`config.mk`:
```
export PLATFORM = sky130hd
export DESIGN_NAME = cfg_item_port
export DESIGN_NICKNAME = d
export VERILOG_FILES = /design/src/rtl/cfg_item_pkg.sv /design/src/rtl/cfg_lane_rom.sv /design/src/rtl/cfg_cursor.sv /design/src/rtl/cfg_item_port.sv
export SDC_FILE = /design/constraint.sdc
export NUM_CORES = 1
export LEC_CHECK = 0
export ABC_AREA = 1
export BUFFER_PORTS_ARGS = -buffer_cell sky130_fd_sc_hd__buf_2
export CORE_MARGIN = 10
export CORE_UTILIZATION = 50
export CTS_CLUSTER_DIAMETER = 150
export CTS_CLUSTER_SIZE = 25
export DETAILED_ROUTE_END_ITERATION = 8
export HOLD_SLACK_MARGIN = 0.02
export PLACE_DENSITY = 0.85
export SYNTH_ARGS = -nofsm -noshare
export SYNTH_HDL_FRONTEND = slang
export SYNTH_SLANG_ARGS = --single-unit
```
`constraint.sdc`:
```
create_clock -name clk -period 9.4 [get_ports clk]
set_input_delay 0 -clock clk [delete_from_list [all_inputs] [get_ports clk]]
set_output_delay 0 -clock clk [all_outputs]
set_load 0.03 [all_outputs]
```
`src/rtl/cfg_item_pkg.sv`:
```
// Shared key layout and item table contents for the configuration item port.
// Assumes keys are 16 bits: bit 15 marks invalid, bit 14 picks the bank.
package cfg_item_pkg;
    localparam int KEY_W       = 16;
    localparam int IDX_W       = 14;
    localparam int BANK_BIT    = 14;
    localparam int INVALID_BIT = 15;

    typedef logic [KEY_W-1:0] cfg_key_t;

    typedef struct packed {
        logic             valid;
        logic             bank;
        logic [IDX_W-1:0] idx;
    } item_ref_t;

    // Split a key into bank and index and decide whether it names an item.
    function automatic item_ref_t decode_key(cfg_key_t key, logic [IDX_W:0] n_items);
        item_ref_t r;
        r.bank  = key[BANK_BIT];
        r.idx   = key[IDX_W-1:0];
        r.valid = !key[INVALID_BIT] && ({1'b0, r.idx} < n_items);
        return r;
    endfunction

    // Length in bytes of an item; zero for invalid or empty items.
    function automatic logic [7:0] item_len(item_ref_t it);
        logic [7:0] n;
        n = 8'd0;
        if (it.valid) begin
            if (!it.bank) begin
                case (it.idx)
                    14'd0:   n = 8'd4;
                    14'd1:   n = 8'd4;
                    14'd2:   n = 8'd8;
                    default: n = 8'd0;
                endcase
            end else begin
                n = (it.idx == 14'd0) ? 8'd2 : 8'd0;
            end
        end
        return n;
    endfunction

    // Raw item byte before end-of-item clipping.
    function automatic logic [7:0] item_raw(item_ref_t it, logic [7:0] off8, logic dma_en);
        logic [7:0] b;
        b = 8'h00;
        if (!it.bank) begin
            case (it.idx)
                14'd0: begin
                    case (off8[1:0])
                        2'd0:    b = 8'h51;
                        2'd1:    b = 8'h45;
                        2'd2:    b = 8'h4D;
                        default: b = 8'h55;
                    endcase
                end
                14'd1:   b = (off8 == 8'd0) ? {6'b0, dma_en, 1'b1} : 8'h00;
                14'd2:   b = 8'hA0 + off8;
                default: b = 8'h00;
            endcase
        end else if (it.idx == 14'd0) begin
            b = (off8 == 8'd0) ? 8'h5A : 8'hC3;
        end
        return b;
    endfunction
endpackage

```
`src/rtl/cfg_lane_rom.sv`:
```
// One byte lane of item lookup: returns the item byte at a given offset,
// or zero when the item is invalid or the offset is at or past its end.
// Assumes the offset carries one spare bit so lane offsets never wrap.
module cfg_lane_rom
    import cfg_item_pkg::*;
#(
    parameter int OFF_W  = 16,
    parameter bit DMA_EN = 1'b1
) (
    input  item_ref_t        item_i,
    input  logic [OFF_W:0]   off_i,
    output logic [7:0]       byte_o
);
    logic [7:0] len8;

    // Clip the table byte against the item length.
    always_comb begin
        len8 = item_len(item_i);
        if (item_i.valid && (off_i < {{(OFF_W+1-8){1'b0}}, len8}))
            byte_o = item_raw(item_i, off_i[7:0], DMA_EN);
        else
            byte_o = 8'h00;
    end
endmodule

```
`src/rtl/cfg_cursor.sv`:
```
// Holds the current key and the byte offset within the selected item.
// A load sets a new key and clears the offset; otherwise the offset grows
// by the step and saturates at its maximum value.
module cfg_cursor
    import cfg_item_pkg::*;
#(
    parameter int OFF_W  = 16,
    parameter int STEP_W = OFF_W + 1
) (
    input  logic             clk,
    input  logic             rst_n,
    input  logic             load_i,
    input  cfg_key_t         load_key_i,
    input  logic [STEP_W-1:0] step_i,
    output cfg_key_t         key_o,
    output logic [OFF_W-1:0] off_o
);
    localparam int SUM_W = (STEP_W > OFF_W ? STEP_W : OFF_W) + 1;
    localparam logic [SUM_W-1:0] OFF_MAX = {{(SUM_W-OFF_W){1'b0}}, {OFF_W{1'b1}}};

    logic [SUM_W-1:0] sum;

    // Next offset with saturation.
    always_comb begin
        sum = {{(SUM_W-OFF_W){1'b0}}, off_o} + {{(SUM_W-STEP_W){1'b0}}, step_i};
    end

    // Key and offset registers.
    always_ff @(posedge clk) begin
        if (!rst_n) begin
            key_o <= '0;
            off_o <= '0;
        end else if (load_i) begin
            key_o <= load_key_i;
            off_o <= '0;
        end else if (sum > OFF_MAX) begin
            off_o <= {OFF_W{1'b1}};
        end else begin
            off_o <= sum[OFF_W-1:0];
        end
    end
endmodule

```
`src/rtl/cfg_item_port.sv`:
```
// Register front-end for keyed configuration items. Selector at address 8
// (16-bit writes), data at address 0 (reads of 1..DATA_BYTES bytes). A side
// port shares the cursor with a DMA engine. Assumes OFF_W >= 8.
module cfg_item_port
    import cfg_item_pkg::*;
#(
    parameter int NUM_ITEMS  = 4,
    parameter int OFF_W      = 16,
    parameter int DATA_BYTES = 8,
    parameter int ADDR_W     = 5,
    parameter bit DMA_EN     = 1'b1
) (
    input  logic                          clk,
    input  logic                          rst_n,
    input  logic                          bus_en,
    input  logic                          bus_we,
    input  logic [ADDR_W-1:0]             bus_addr,
    input  logic [$clog2(DATA_BYTES):0]   bus_size,
    input  logic [15:0]                   bus_wdata,
    output logic [8*DATA_BYTES-1:0]       bus_rdata,
    output logic [15:0]                   dma_key,
    output logic [OFF_W-1:0]              dma_off,
    output logic [OFF_W-1:0]              dma_len,
    output logic [7:0]                    dma_byte,
    input  logic                          dma_adv,
    input  logic [OFF_W-1:0]              dma_adv_n,
    input  logic                          dma_sel,
    input  logic [15:0]                   dma_sel_key
);
    localparam int SZ_W   = $clog2(DATA_BYTES) + 1;
    localparam int STEP_W = OFF_W + 1;
    localparam logic [ADDR_W-1:0] DATA_ADDR = ADDR_W'(0);
    localparam logic [ADDR_W-1:0] SEL_ADDR  = ADDR_W'(8);
    localparam logic [IDX_W:0]    N_ITEMS_V = (IDX_W+1)'(NUM_ITEMS);

    logic              rd_go, sel_go, load;
    cfg_key_t          load_key;
    logic [STEP_W-1:0] step;
    item_ref_t         item;
    logic [7:0]        lane_byte [DATA_BYTES];

    // Decode the bus access and merge it with DMA requests.
    always_comb begin
        rd_go    = bus_en && !bus_we && (bus_addr == DATA_ADDR) &&
                   (bus_size != '0) && (bus_size <= SZ_W'(DATA_BYTES));
        sel_go   = bus_en && bus_we && (bus_addr == SEL_ADDR) && (bus_size == SZ_W'(2));
        load     = sel_go || dma_sel;
        load_key = sel_go ? bus_wdata : dma_sel_key;
        step     = (rd_go ? {{(STEP_W-SZ_W){1'b0}}, bus_size} : '0) +
                   ((dma_adv && !load) ? {1'b0, dma_adv_n} : '0);
    end

    cfg_cursor #(.OFF_W(OFF_W), .STEP_W(STEP_W)) u_cursor (
        .clk        (clk),
        .rst_n      (rst_n),
        .load_i     (load),
        .load_key_i (load_key),
        .step_i     (step),
        .key_o      (dma_key),
        .off_o      (dma_off)
    );

    // Key decode and item length for the side port.
    always_comb begin
        item    = decode_key(dma_key, N_ITEMS_V);
        dma_len = {{(OFF_W-8){1'b0}}, item_len(item)};
    end

    generate
        for (genvar g = 0; g < DATA_BYTES; g++) begin : g_lane
            logic [OFF_W:0] lane_off;
            assign lane_off = {1'b0, dma_off} + (OFF_W+1)'(g);
            cfg_lane_rom #(.OFF_W(OFF_W), .DMA_EN(DMA_EN)) u_rom (
                .item_i (item),
                .off_i  (lane_off),
                .byte_o (lane_byte[g])
            );
            assign bus_rdata[8*g +: 8] =
                (rd_go && (SZ_W'(g) < bus_size)) ? lane_byte[g] : 8'h00;
        end
    endgenerate

    assign dma_byte = lane_byte[0];
endmodule

```
==> flow_results.org, run 1 <==
** Outcome
- Outcome :: complete, no violations

** Floorplanning
- The core region is 0.01464 mm^2.
- For this configuration, the core starts out at a cell density of 0.5132.
- The initialized floorplan defines 44 standard-cell rows.
- In this run the vertical extent of the chip is 142.6 um.
- Pin placement for this block handled 183 I/O pins.
- The floorplan step defined a die boundary enclosing 0.02033 mm^2.
- In this run the horizontal extent of the chip is 142.6 um.

** Layout
- At the end of the flow the core is filled with cells to 0.5994.
- Non-Filler Cell Area, Final :: 0.008777 mm^2
- Post-layout net count :: 1636
- The count of cells in the finished layout, fillers not included, comes to 1673.
- Of the cells placed in the final design, the portion with a size suffix greater than 1 is 0.1775.
- Layout overhead on the synthesized area :: 16.80%

** Setup path
- The endpoint identified for the worst register-to-register timing path is u_cursor.off_o[11].
- Ordered list of cells on the worst path :: nor2_1 > nand2_1 > nor2_2 > nand2_2 > nor2_4 > nand2_2 > nor2_8 > inv_4 > nor2_1 > inv_1 > ha_1 > nand2_1 > nand4_1 > nor4_2 > nand3_1 > nor3_1 > buf_2
- Number of cells traversed by the worst register-to-register path :: 14
- Crit path max-delay cell type :: nor4_2
- CP Data Arrival Time :: 4400 ps
- The worst setup path is launched from a register.
- The worst register-to-register path begins at u_cursor.off_o[3].
- Setup slack on the worst reg-to-reg path comes out at 5830 ps.
- CP Capture Type :: primary output
- Kind of cell with the highest combined delay on the critical path :: simple AND/OR/NAND/NOR gates
- Highest net fanout along the worst path :: 25
- Crit path required time :: 9400 ps
- Counting both buffers and inverters, the worst setup path holds a total of 3.
- The worst setup path is of the register to primary output kind.
- In this design, the stage delay of the slowest critical-path cell is 500 ps.

** Synthesis
- The synthesized design contains 32 register bits.
- Cell taking the most area after synthesis :: nand2_1
- Most numerous cell in the Yosys netlist :: nand2_1
- Register area share after synthesis :: 0.08525
- Post-synth top cells :: nand2_1 (333), nor2_1 (202), inv_1 (164)
- The most used flip-flop cell after synthesis is dfxtp_1.
- Distinct cell type count after synthesis :: 49
- Area share of the largest cell type after synthesis :: 0.1663
- Post-synth EDFFs :: 0
- In the synthesized netlist the async set-or-reset flop fraction comes to 0.
- The synthesized netlist occupies a cell area of 0.007515 mm^2.
- After synthesis, the mean cell area works out to 5.702 um^2.
- Yosys warns :: 0
- Gate count of the mapped netlist :: 1318
- In the post-synthesis netlist, the biggest area contributors are nand2_1 (17%), ha_1 (14%), nor2_1 (10%), dfxtp_1 (8.5%), inv_1 (8.2%).

** Routing
- Dividing the detail-routed via count by the number of cells gives 5.609.
- The first detailed-routing pass took 5 iterations.
- Via count of the routed design :: 9384
- Wire length after detailed routing :: 30000 um
- Initial drt markers :: 956
- In this run the remaining antenna-violating nets after routing total 0.
- Routed len/inst :: 17.93 um
- After detailed routing, the number of remaining DRC violations is 0.

** Timing
- Max_slew headroom :: 0.1982
- Of the available clock period, the critical path in the final layout requires 0.4679.
- FMAX :: 0.2274 GHz
- Setup repair after global routing left no endpoint under its margin.
- Min cycle time layout :: 4398 ps
- Setup total negative slack :: 0 ps
- The final-report hold violation count is 0.
- Final slew viol count :: 0
- Clock skew on the completed layout was measured at 1.167 ps.
- Setup violations remaining at the end of the flow were counted as 0.
- At the pin with the least slew margin, the transition time is 1201 ps.

** CTS
- The clock passes through at most 2 buffers.
- The H-tree was split into 2 levels.
- After clock tree synthesis, the clock-pin slew on the worst setup and hold paths is 50 ps.
- # resized after CTS :: 0
- Clock sinks :: 32
- The number of clock buffers added by TritonCTS is 5.
- The clock reaches the later pin of the worst-skew pair after 270 ps.
- After clock tree synthesis, the flow added hold-fix buffers numbering 25.
- CTS tree :: done
- Root cell of the clock tree :: clkbuf_16
- Post-CTS timing repair inserted 0 buffers for setup.

** Place
- Placed inst area :: 0.008376 mm^2
- In this run, placement finished with an instance count of 1638.
- Placer's final routability congestion estimate :: 1.017
- Count of input and output buffers :: 169
- The wire-length estimate of the detail-placed layout is 24020 um.

** Power and ir drop
- Leakage power :: 0.005139 uW
- The worst-case IR drop observed on VDD is 0.08797 mV.
- Power spread over the standard cell area amounts to 60.55 mW/mm^2.
- Post-layout power :: 531.5 uW

** Min path
- Worst Hold Path Cells :: 3
- Source of the worst hold timing path :: dma_sel_key[9]
- The min-delay analysis places its worst path in the category input port to register.
- For hold timing, the worst endpoint is u_cursor.key_o[9].

** Global route
- Largest net degree at the start of global routing :: 41
- Global route overflow :: 0
- GRT Total Usage :: 0.2818
- Wire length of the first global-routing pass :: 46460 um
- Number of global-route vias before repair :: 8918
- The number of antenna violations at the first check in global routing is 1.

** Job
- The tool flagged a number of max-cap violations equal to 0.
==> layer usage <==
layer  wire [um]  track usage  vias to the layer above
met4        1273       0.1216                        0
met3        3241      0.06475                       85
met1       11800       0.3434                     4217
met5           0            0                        -
met2       13680       0.4648                      541
li1            -            -                     4541
==> cell type report <==
type / count / area (um^2)
sequential: 32 / 640.6
timing repair buffer: 197 / 1119
multi-input combinational: 1067 / 5947
tap: 184 / 230.2
antenna: 2 / 5.005
clock buffer: 8 / 146.4
inverter: 183 / 689.4
fill: 1513 / 5867
==> through the flow <==
stage	setup WS [ps]	hold WS, ps
after CTS	5137	21.56
after global placement	5131	249.0
after detailed placement	4852	253.9
after floorplan	5536	151.0
final	5002	17.08
after global routing	4703	42.62
==> registers in the layout (all words and copies together) (netlist names) <==
register,count
u_cursor.off_o,16
u_cursor.key_o,16
==> power breakdown <==
group	total (uW)	switching (uW)	internal, uW
Clock	159	54.0	105
Sequential	155	12.7	142
Combinational	218	147	70.8
Total	531	214	318
==> worst max path at each step <==
stage	start	end	cells after the start
5_1_grt	bus_addr[1]	u_cursor.off_o[9]	21
6_report	u_cursor.key_o[6]	bus_rdata[1]	17
3_5_place_dp	bus_addr[1]	u_cursor.off_o[6]	21
4_1_cts	bus_addr[1]	u_cursor.off_o[7]	21
3_3_place_gp	bus_addr[1]	u_cursor.off_o[1]	21
2_1_floorplan	u_cursor.key_o[6]	bus_rdata[0]	16
==> worst reg2reg max path: stages, from the launching register on <==
cell	delay, ps
dfxtp_1	740
inv_1	370
fa_1	610
inv_1	40
ha_1	340
a21oi_1	170
nand2_1	110
nand2_1	100
nand2_1	110
nand3b_1	120
nand3b_1	80
nand2_1	140
nand2_1	230
o21ai_0	240
inv_1	70
==> cells in the final DEF, fill, tap and decap left out, drive strengths merged, types with 2 or more instances in the layout <==
| cell | count |
|---|---|
| dfxtp | 32 |
| a311oi | 11 |
| nand3b | 6 |
| or2 | 9 |
| nor2 | 234 |
| fa | 5 |
| o21ai | 81 |
| nor4 | 3 |
| dlygate4sd3 | 25 |
| buf | 172 |
| nor3 | 33 |
| clkinv | 6 |
| o21a | 3 |
| a21oi | 32 |
| diode | 2 |
| xnor2 | 4 |
| a31oi | 2 |
| nand2 | 353 |
| xor2 | 41 |
| o211ai | 17 |
| ha | 82 |
| nand3 | 107 |
| conb | 13 |
| inv | 177 |
| clkbuf | 8 |
| nand4 | 22 |
| a21o | 3 |
| and2 | 2 |
==> kinds of logic (layout without fill, tap and decap cells) <==
family	count (synthesis)	after routing	synth area share
and+or+nand+nor	769	769	0.4625
buffers and inverters	231	388	0.1294
AOI/OAI and AO/OA	153	153	0.1190
adders and majority gates	87	87	0.1499
xor gates and xnor gates	45	45	0.05345
DFF	32	32	0.08525
other	1	15	0.0004990
Note: power is estimated with default switching activity, not from simulation.
==> inputs of run 2 (changes only) <==
Settings changed: PLACE_DENSITY 0.85 to 0.88.
Clock period 9.4 ns to 3.9 ns, I/O delays scaled along.
==> run 2 against run 1 <==
Compared with the run above:
- global-route usage rose by 1.1 points
- core utilization rose by 1.1 points
- critical path depth did not move
- cell count rose by 1.1%
- wire length rose by 5.3%
- final area rose by 1.9%
- critical path type unchanged
==> flow_results.org, run 2 (same netlist as run 1, synthesis figures left out) <==
** Outcome
- The run finished with clean final reports.

** Setup path
- The logic depth of the worst register-to-register path is 14 (unchanged).
- CP Data Arrival Time :: 3750 ps (-650 ps)
- Crit Reg-Reg Endpoint :: u_cursor.off_o[4]
- Nature of the critical path startpoint :: register
- Following the worst setup path forward leads to its endpoint at bus_rdata[0].
- Crit Reg-Reg Startpoint :: u_cursor.off_o[2]
- The stage delay of the slowest cell on the critical path is 340 ps (-160 ps).
- Ordered list of cells on the worst path :: nor2_1 > inv_2 > nor2_2 > nand2_2 > nor2_4 > nand2_2 > nor2_8 > inv_4 > nor2_1 > inv_2 > ha_1 > nand2_1 > nand4_1 > nor4_4 > nand2_2 > nor3_1 > buf_2
- The critical path is of the register to primary output type.
- Slack of the worst reg-to-reg path :: 730 ps (-5100 ps)
- In this design, the critical path's most frequently occurring cell is nand2_2.
- STA classifies the critical path endpoint as a primary output.
- Crit path required time :: 3900 ps (-5500 ps)
- Startpoint of the most critical setup path :: u_cursor.key_o[2]
- Highest net fanout along the worst path :: 10 (-60%)
- The largest individual stage delay along the critical path comes from the cell ha_1.

** Global route
- The global-route usage over all layers was 0.2933 (+0.01144).
- Global route overflow :: 0 (unchanged)
- The number of antenna violations at the first check in global routing is 0 (-1).
- Number of global-route vias before repair :: 9083 (+1.9%)
- Largest net degree at the start of global routing :: 32 (-22%)
- Wire length of the first global-routing pass :: 48220 um (+3.8%)

** Job
- Max-cap violation count :: 0 (unchanged)

** Floorplanning
- Horizontal extent of the die :: 142.6 um (unchanged)
- The number of rows in the core area came to 44 (unchanged).
- Die Y :: 142.6 um (unchanged)
- The die area was 0.02033 mm^2 (unchanged).
- The number of top-level pins came to 183 (unchanged).
- Starting utilization of the core area :: 0.5132 (unchanged)
- The area of the core is 0.01464 mm^2 (unchanged).

** Place
- The count of port buffers added during placement is 169 (unchanged).
- The final estimated routing congestion in global placement was 1.033 (+1.5%).
- DP HPWL :: 25170 um (+4.8%)

** CTS
- The tree is rooted in a clkbuf_16.
- The post-CTS clock slew at the launch and capture registers of the worst setup and hold paths was 50 ps (about the same).
- H-Tree Depth :: 2 (unchanged)
- Number of CTS-inserted buffers :: 5 (unchanged)
- Clock Tree Buf Depth :: 2 (unchanged)
- The later-pin clock latency in the skew report was 270 ps (about the same).
- The total clock sinks came to 32 (unchanged).
- TritonCTS built the clock tree.
- Setup Fix Bufs, Post-CTS :: 0 (unchanged)

** Layout
- Proportion of layout cells with a drive suffix above 1 :: 0.1938 (+0.01622)
- Final standard cell utilization of the core :: 0.6105 (+0.01111)
- Post-layout net count :: 1657 (+1.3%)
- Leaving out fill and tap cells, the most frequent cell in the layout is nand2_1.
- Number of antenna repair diodes :: 0 (-2)
- Regs by FF count :: u_cursor.key_o (16), u_cursor.off_o (16)
- Commonest cells after routing, fill and taps aside :: nand2_1 (333), nor2_1 (202), buf_2 (169)
- Compared with the post-synthesis result, the final layout area differs by 18.96%.

** Routing
- The count of nets left with antenna violations after detail routing was 0 (unchanged).
- The final routed wirelength across all metal layers is 31580 um (+5.3%).
- Via count of the routed design :: 9565 (+1.9%)
- The total iterations of the first detailed-routing run is 6 (+1).
- Initial drt markers :: 1040 (+8.8%)
- Drt drc :: 0 (unchanged)
- The detail-routed net length per standard cell came to 18.67 um (+4.1%).
- The via density per instance was 5.656 (+0.84%).

** Timing
- The measured slew at the worst slew-check pin is 1111 ps (-89.90 ps).
- The clock skew after layout was 1.403 ps (+0.2367 ps).
- In the finished design, the share of the clock period the worst path needs comes to 0.9612.
- The routed design could run at a clock period as short as 3749 ps.
- The final setup violation count is 0 (unchanged).
- Final slew viol count :: 0 (unchanged)
- Setup repair after global routing left no endpoint under its margin.
- The final-report hold violation count came to 0 (unchanged).
- The relative max-transition margin came to 0.2563 (+0.05808).
- Based on the critical path, the design can be clocked at up to 0.2668 GHz.
- The sum of negative setup slack came to 0 ps (unchanged).

** Power and ir drop
- The total design power is 1317 uW (+150%).
- Largest voltage drop on the vdd net :: 0.2749 mV (+210%)
- Leakage power :: 0.005241 uW (+2.0%)
- Areal power density over the cells :: 147.3 mW/mm^2 (+140%)

** Min path
- The count of cells along the worst hold path is 3 (unchanged).
- Path class of the lowest-slack min-delay path :: input port to register
-- run 2: how the worst min path moves through the flow --
stage | startpoint | end | slack [ps]
2_1_floorplan | rst_n | u_cursor.key_o[10] | 150
3_3_place_gp | bus_wdata[3] | u_cursor.key_o[3] | 250
3_5_place_dp | bus_wdata[7] | u_cursor.key_o[7] | 250
4_1_cts | bus_wdata[9] | u_cursor.key_o[9] | 20
5_1_grt | bus_wdata[8] | u_cursor.key_o[8] | 20
6_report | bus_wdata[8] | u_cursor.key_o[8] | 10
-- run 2: metrics by stage --
stage	worst slack, ps	hold slack, ps	std cells	instance area [um^2]
6_report	151.4	10.34	1691	8940
5_1_grt	1.982	23.26	1691	8940
3_3_place_gp	509.3	245.9	1663	8563
3_5_place_dp	307.5	247.3	1663	8563
4_1_cts	54.07	21.85	1691	8926
2_1_floorplan	35.54	151.0	1330	7560
-- run 2: layout make-up --
type | count | area [um^2]
multi-input cells | 1067 | 5961
fillers | 1449 | 5704
repair buffers | 218 | 1266
inverters | 183 | 689.4
flip-flops and latches | 32 | 640.6
well taps | 184 | 230.2
clock buffers | 7 | 152.6
-- run 2: per-layer routing --
metal	vias to the layer above	GRT usage	routed length (um)
li1	4587	-	-
met1	4288	0.3688	12440
met2	597	0.4847	14500
met3	93	0.05975	3467
met4	0	0.1048	1172
met5	-	0	0
-- run 2: what timing repair did --
| item | CTS | global route |
|---|---|---|
| resized for setup | 0 | 3 |
| hold buffers | 21 | 0 |
| endpoints found under the setup margin | 0 | 16 |
| hold endpoints to repair | 15 | 0 |
-- run 2: power breakdown --
part	total [uW]	switching, uW	internal (uW)	leakage, uW
clock	400	133	267	0.0000760
sequential	367	25.6	342	0.000262
combinational	549	372	178	0.00490
total	1320	530	787	0.00524
-- run 2: worst max-delay path: cells and delay by family, from the launching register on --
kind	cells	cell delay [ps]
flip-flops	1	320
AND/OR/NAND/NOR	12	2210
adder cells (fa/ha/maj)	1	340
buffers and inverters	4	590
